$ cat config.mk
export PLATFORM = sky130hd
export DESIGN_NAME = gpio_port
export DESIGN_NICKNAME = d
export VERILOG_FILES = /design/src/rtl/gpio_pkg.sv /design/src/rtl/gpio_sync.sv /design/src/rtl/gpio_regs.sv /design/src/rtl/gpio_pad_ctl.sv /design/src/rtl/gpio_port.sv
export SDC_FILE = /design/constraint.sdc
export NUM_CORES = 1
export LEC_CHECK = 0
export BUFFER_PORTS_ARGS = -buffer_cell sky130_fd_sc_hd__buf_4
export CORE_ASPECT_RATIO = 0.5
export CORE_MARGIN = 10
export CORE_UTILIZATION = 50
export DETAILED_ROUTE_END_ITERATION = 7
export GPL_ROUTABILITY_DRIVEN = 0
export PLACE_DENSITY = 0.82
export SETUP_SLACK_MARGIN = 0.02
export SYNTH_ARGS = -nofsm -noshare
export SYNTH_HDL_FRONTEND = slang
export SYNTH_SLANG_ARGS = --single-unit
$ cat constraint.sdc
create_clock -name clk_i -period 1.41 [get_ports clk_i]
set_input_delay 0.141 -clock clk_i [delete_from_list [all_inputs] [get_ports clk_i]]
set_output_delay 0.141 -clock clk_i [all_outputs]
set_load 0.02 [all_outputs]
$ cat src/rtl/gpio_pkg.sv
package gpio_pkg;
  typedef enum logic {
    REG_DAT = 1'b0,
    REG_DIR = 1'b1
  } reg_sel_e;
endpackage

$ cat src/rtl/gpio_sync.sv
module gpio_sync #(
  parameter int WIDTH  = 8,
  parameter int STAGES = 2
) (
  input  logic             clk_i,
  input  logic             rst_ni,
  input  logic [WIDTH-1:0] d_i,
  output logic [WIDTH-1:0] q_o
);
  logic [WIDTH-1:0] st_q [STAGES];

  for (genvar s = 0; s < STAGES; s++) begin : g_stage
    if (s == 0) begin : g_first
      always_ff @(posedge clk_i or negedge rst_ni)
        if (!rst_ni) st_q[s] <= '0;
        else         st_q[s] <= d_i;
    end else begin : g_next
      always_ff @(posedge clk_i or negedge rst_ni)
        if (!rst_ni) st_q[s] <= '0;
        else         st_q[s] <= st_q[s-1];
    end
  end

  assign q_o = st_q[STAGES-1];
endmodule

$ cat src/rtl/gpio_regs.sv
module gpio_regs #(
  parameter int WIDTH = 8
) (
  input  logic             clk_i,
  input  logic             rst_ni,
  input  logic             wr_dat_i,
  input  logic             wr_dir_i,
  input  logic [WIDTH-1:0] wdata_i,
  output logic [WIDTH-1:0] dat_o,
  output logic [WIDTH-1:0] dir_o
);
  logic [WIDTH-1:0] dat_q, dir_q;

  // latch is deliberately not reset
  always_ff @(posedge clk_i)
    if (wr_dat_i) dat_q <= wdata_i;

  always_ff @(posedge clk_i or negedge rst_ni)
    if (!rst_ni)       dir_q <= '0;
    else if (wr_dir_i) dir_q <= wdata_i;

  assign dat_o = dat_q;
  assign dir_o = dir_q;
endmodule

$ cat src/rtl/gpio_pad_ctl.sv
module gpio_pad_ctl #(
  parameter int WIDTH = 8
) (
  input  logic             clk_i,
  input  logic             rst_ni,
  input  logic             stop_i,
  input  logic             float_en_i,
  input  logic [WIDTH-1:0] dir_i,
  input  logic [WIDTH-1:0] sync_i,
  output logic [WIDTH-1:0] oe_o,
  output logic [WIDTH-1:0] in_o
);
  logic             float_all;
  logic [WIDTH-1:0] in_q;

  assign float_all = stop_i & float_en_i;
  assign oe_o      = dir_i & ~{WIDTH{float_all}};

  // input clamp: hold last sample through stop
  always_ff @(posedge clk_i or negedge rst_ni)
    if (!rst_ni)      in_q <= '0;
    else if (!stop_i) in_q <= sync_i;

  assign in_o = in_q;
endmodule

$ cat src/rtl/gpio_port.sv
module gpio_port #(
  parameter int WIDTH       = 8,
  parameter int SYNC_STAGES = 2
) (
  input  logic             clk_i,
  input  logic             rst_ni,
  input  logic             bus_sel_i,
  input  logic             bus_we_i,
  input  logic             bus_addr_i,
  input  logic [WIDTH-1:0] bus_wdata_i,
  output logic [WIDTH-1:0] bus_rdata_o,
  input  logic [WIDTH-1:0] pad_in_i,
  output logic [WIDTH-1:0] pad_out_o,
  output logic [WIDTH-1:0] pad_oe_o,
  input  logic             stop_i,
  input  logic             float_en_i
);
  import gpio_pkg::*;

  reg_sel_e         sel;
  logic             wr_dat, wr_dir, rd_en;
  logic [WIDTH-1:0] dat, dir, sync_in, pin_in, rdata_q;

  assign sel    = reg_sel_e'(bus_addr_i);
  assign wr_dat = bus_sel_i & bus_we_i & (sel == REG_DAT);
  assign wr_dir = bus_sel_i & bus_we_i & (sel == REG_DIR);
  assign rd_en  = bus_sel_i & ~bus_we_i;

  gpio_regs #(.WIDTH(WIDTH)) u_regs (
    .clk_i(clk_i), .rst_ni(rst_ni), .wr_dat_i(wr_dat), .wr_dir_i(wr_dir),
    .wdata_i(bus_wdata_i), .dat_o(dat), .dir_o(dir)
  );

  gpio_sync #(.WIDTH(WIDTH), .STAGES(SYNC_STAGES)) u_sync (
    .clk_i(clk_i), .rst_ni(rst_ni), .d_i(pad_in_i), .q_o(sync_in)
  );

  gpio_pad_ctl #(.WIDTH(WIDTH)) u_pad (
    .clk_i(clk_i), .rst_ni(rst_ni), .stop_i(stop_i), .float_en_i(float_en_i),
    .dir_i(dir), .sync_i(sync_in), .oe_o(pad_oe_o), .in_o(pin_in)
  );

  always_ff @(posedge clk_i or negedge rst_ni)
    if (!rst_ni)    rdata_q <= '0;
    else if (rd_en) rdata_q <= (sel == REG_DIR) ? dir : pin_in;

  assign bus_rdata_o = rdata_q;
  assign pad_out_o   = dat;
endmodule

# --- Word-level counts from Yosys, hierarchy flattened ---
# Cells that the tools add are included.
totals:
  latchBits: 0
  mem_bits_ro: 0
  ramBits: 0
  ff_bits: 48
  elab_cells: 16
  memories: 0
  output_inout_bits: 24
  in_bits: 23
classes:
  n_div: 0
  mux: 1
  add_sub_neg: 0
  n_reduce_logical: 0
  shifts: 0
  mul: 0
  bitwise: 9
  eq_ne: 0
  order_cmp: 0
op_table:
  columns: ["cell", "n"]
  rows:
  - ["8-bit AND", 1]
  - ["8-bit 2-to-1 mux", 1]
  - ["8-bit inverter", 1]
  - ["1-bit AND", 5]
  - ["1-bit inverter", 2]

# --- Longest topological paths before layout ---
depth:
  ltp_word: 3
  ltp_mapped: 3
  ltp_nobuf: 2

# --- By module ---
# A second synthesis with hierarchy kept.
unflattened:
  hier_cells: 105
  hier_area_um2: 1898.1
by_module_without_submodules:
  columns: ["module", "instances", "area_each_um2", "seq_area_each_um2", "cells_per_inst"]
  rows:
  - ["gpio_regs", 1, 571.8, 440.4, 25]
  - ["gpio_port", 1, 481.7, 200.2, 30]
  - ["gpio_sync", 1, 460.4, 400.4, 24]
  - ["gpio_pad_ctl", 1, 384.1, 200.2, 26]

# --- Worst setup path after synthesis ---
# OpenSTA, ideal clock, no wires.
synth_path:
  path_type: "input to register"
  startpoint: "in bus_addr_i"
  endpoint: "reg u_regs.dat_q[0] (netlist: u_regs.dat_o[0]), enable pin"
  required_time_ns: 1.040
  setup_time_ns: 0.370
  arrival_ns: 0.671
  setup_slack_ns: 0.369
  path_buffers: 1
  cell_stages: 2
  path_cell_list: "buf_6 > nor2_1"
synth_via:
  elab_chain_cells: 2
synth_lines:
  columns: ["element", "line_no", "text"]
  rows:
  - ["start, declared", "gpio_port.sv:9", "input logic bus_addr_i,"]
  - ["1-bit inverter", "gpio_port.sv:25", "assign wr_dat = bus_sel_i & bus_we_i & (sel == REG_DAT);"]
  - ["1-bit AND", "gpio_port.sv:25", null]
  - ["named net u_regs.wr_dat_i", "gpio_regs.sv:6", "input logic wr_dat_i,"]
  - ["end signal, assigned", "gpio_regs.sv:16", "if (wr_dat_i) dat_q <= wdata_i;"]
  - ["end, declared", "gpio_regs.sv:12", "logic [WIDTH-1:0] dat_q, dir_q;"]
# The timed path passes the listed nets, and every way through them passes these cells.
# A chain may end at the register's enable or synchronous reset.

# --- Worst setup path after layout ---
layout_path:
  startpoint: "reg u_regs.dir_q[1] (netlist: u_regs.dir_o[1])"
  endpoint: "out pad_oe_o[1]"
layout_via:
  elab_chain_cells: 1
layout_lines:
  columns: ["element", "line_no", "text"]
  rows:
  - ["start, declared", "gpio_regs.sv:12", null]
  - ["start signal, assigned", "gpio_regs.sv:20", "else if (wr_dir_i) dir_q <= wdata_i;"]
  - ["8-bit AND", "gpio_pad_ctl.sv:17", "assign oe_o = dir_i & ~{WIDTH{float_all}};"]
  - ["end, declared", "gpio_port.sv:14", "output logic [WIDTH-1:0] pad_oe_o,"]
# No other way between the ends.

==> metrics.md <==
| Metric | Value |
|---|---|
| Antenna-violating nets left | `0` |
| HP Class | `input port to flip-flop` |
| PostCTS Resize Cnt | `0` |
| Root buffer cell | `clkbuf_8` |
| GRT Util Overall | `0.104` |
| Die Ht | `62.1 um` |
| Post-Syn Instances | `96` |
| First drt pass iteration count | `3` |
| Worst-path fanout max | `3` |
| Avg Vias per Cell | `approximately 4.6` |
| Worst vdd ir | `about 0.00066 V` |
| Worst Path Arrival | `roughly 1 ns` |
| Vias | `~960` |
| Max-slew violations | `0` |
| Max Freq | `roughly 860 MHz` |
| Routed wire length | `3.13 mm` |
| Nets | `180` |
| Synthesized area per cell | `between 15 and 20 um^2` |
| EDFF count, synth | `8` |
| Drt initial violations | `31` |
| Total gr overflow | `0` |
| Clk sinks | `48` |
| Final setup viols | `0` |
| Top cells by count, synth | `dfrtp_1, mux2_2, mux2_4, and2_1, edfxtp_1` |
| Synth Warn # | `0` |
| Post-synth top area share | `0.565` |
| Ys flop type | `dfrtp_1` |
| Worst-case clock buffer depth | `2` |
| Fillers | `between 200 and 250` |
| Pwr/cell area | `approximately 1400 nW/um^2` |
| Die X | `approximately 100 um` |
| Synthesized net count | `119` |
| Global-route wire length before repair | `~5 mm` |
| Relative slew slack | `0.674` |
| Hold slack | `around 0.027 ns` |
| Layout cell share with drive strength beyond 1 | `0.557` |
| Top Ports | `between 40 and 50` |
| Critical path launch point type | `flip-flop` |
| Vias in the first global route | `between 1000 and 1500` |
| Worst Tran Pin Value | `a little under 0.5 ns` |
| FF+latch count, synth | `48` |
| Tmin final | `between 1 and 1.5 ns` |
| H-tree depth | `2` |
| Synth async-reset ratio | `0.833` |
| Overall Power | `approximately 3.2 mW` |
| Post-synth cell types | `12` |
| Synth top area cells | `dfrtp_1, edfxtp_1, mux2_4` |
| CTS tree | `built` |
| Num CTS Buffers | `5` |
| WP data required | `around 1.3 ns` |
| P_leak | `approximately 1.1 nW` |
| Area delta synth->final | `32.9%` |
| Status | `completed` |
| Most common cell in the netlist | `dfrtp_1` |
| Cell taking the most area after synthesis | `dfrtp_1` |
| Hold Vio Cnt, Final | `0` |
| CP endpoint kind | `primary output` |
| Post-route clock period utilization | `0.821` |
| Reg clk slew, reported paths | `0.08 ns` |
| DRC viols | `0` |
| Rows | `15` |
| # port buffers | `46` |
| Number of antenna violations at the first check in global routing | `0` |
| Clk_lat worst skew | `0.29 ns` |
| Pin count of the biggest net entering global routing | `between 40 and 50` |
| Ant. Diodes | `0` |
| TNS Setup | `0 ns` |
| Synth Cell Area | `about 1800 um^2` |
| Max-cap viol count | `0` |
| Average wire per standard cell | `15.0 um` |
| RSZ-0062 raised after global routing | `false` |
| Clk_skew | `between 0.007 and 0.008 ns` |
| Core Area | `3420 um^2` |
| Area of the die | `around 6500 um^2` |
| Part of the Yosys area used for sequential elements | `0.701` |
| Starting Density | `0.518` |
| Crit Path Category | `flip-flop to primary output` |
| Detailed placer's ending HPWL | `2.33 mm` |
through the flow:
| step | utilization | instance area, um^2 | instances | worst slack [ns] |
|---|---|---|---|---|
| CTS | 0.689 | 2350 | 209 | 0.245 |
| detailed placement | 0.636 | 2170 | 192 | 0.360 |
| finish | 0.689 | 2350 | 209 | 0.253 |
| floorplan | - | 1770 | 96 | 0.369 |
| global placement | 0.636 | 2170 | 192 | 0.380 |
| global route | 0.689 | 2350 | 209 | 0.208 |
placed cells by master (no fill, tap or decap), types with 2 or more instances in the layout:
master,count
dlygate4sd3_1,9
buf_4,48
edfxtp_1,8
clkbuf_8,6
and2_1,8
mux2_4,16
mux2_2,16
nand2_1,2
dfrtp_1,40
kinds of logic after synthesis:
group                  synth area share
AND/OR/NAND/NOR                  0.0481
flip-flops                        0.701
multiplexers                      0.237
buffers and inverters            0.0134
sequential cells by signal, indices dropped and copies added, names as in the netlist:
| register | flops |
|---|---|
| bus_rdata_o | 8 |
| u_regs.dat_o | 8 |
| u_regs.dir_o | 8 |
| u_sync.st_q | 8 |
| u_pad.in_o | 8 |
| u_sync.q_o | 8 |
per-layer routing:
| metal | GRT usage | up-vias | part of all wire |
|---|---|---|---|
| met5 | 0 | - | 0 |
| met4 | 0.0472 | 0 | 0.016 |
| met3 | 0.0370 | 5 | 0.034 |
| met2 | 0.181 | 25 | 0.48 |
| met1 | 0.117 | 475 | 0.47 |
| li1 | - | 452 | - |
worst max-delay path, stage by stage (launching register included):
cell and delay [ns]:
dfrtp_1 0.42, and2_1 0.16, buf_4 0.15
path summary, 6_finish.rpt:
kind / endpoint / from / cells after the start / slack (ns)
worst max-delay path: pad_oe_o[1] / u_regs.dir_o[1]$_DFFE_PN0P_ / 2 / 0.25
worst min-delay path: u_regs.dat_o[3]$_DFFE_PP_ / bus_wdata_i[3] / 1 / 0.03
worst max register to register: bus_rdata_o[1]$_DFFE_PN0P_ / u_regs.dir_o[1]$_DFFE_PN0P_ / 2 / 0.37
worst min register to register: u_sync.q_o[6]$_DFF_PN0_ / u_sync.st_q[14]$_DFF_PN0_ / 0 / 0.35
max in group asynchronous: u_regs.dir_o[2]$_DFFE_PN0P_ / rst_ni / 2 / 0.72
min in group asynchronous: u_pad.in_o[2]$_DFFE_PN0N_ / rst_ni / 2 / 0.35
area by class of cell:
cell class / instances / area [um^2] / share of cell area
Sequential cell: 48 / 1240 / 0.527
Multi-Input combinational cell: 45 / 505 / 0.215
Timing Repair Buffer: 57 / 450 / 0.191
Clock buffer: 7 / 86.3 / 0.0367
Tap cell: 51 / 63.8 / 0.0271
Clock inverter: 1 / 6.26 / 0.00266
power breakdown:
part / switching [mW] / internal [mW]
registers: 0.0968 / 1.57
clock network: 0.420 / 0.400
logic: 0.303 / 0.398
total: 0.820 / 2.37
repair_timing:
action | in CTS | in global routing
hold buffers | 9 | 0
endpoints found under the hold margin | 48 | 0
setup buffers | 0 | 0
(Power assumes the default switching activity.)
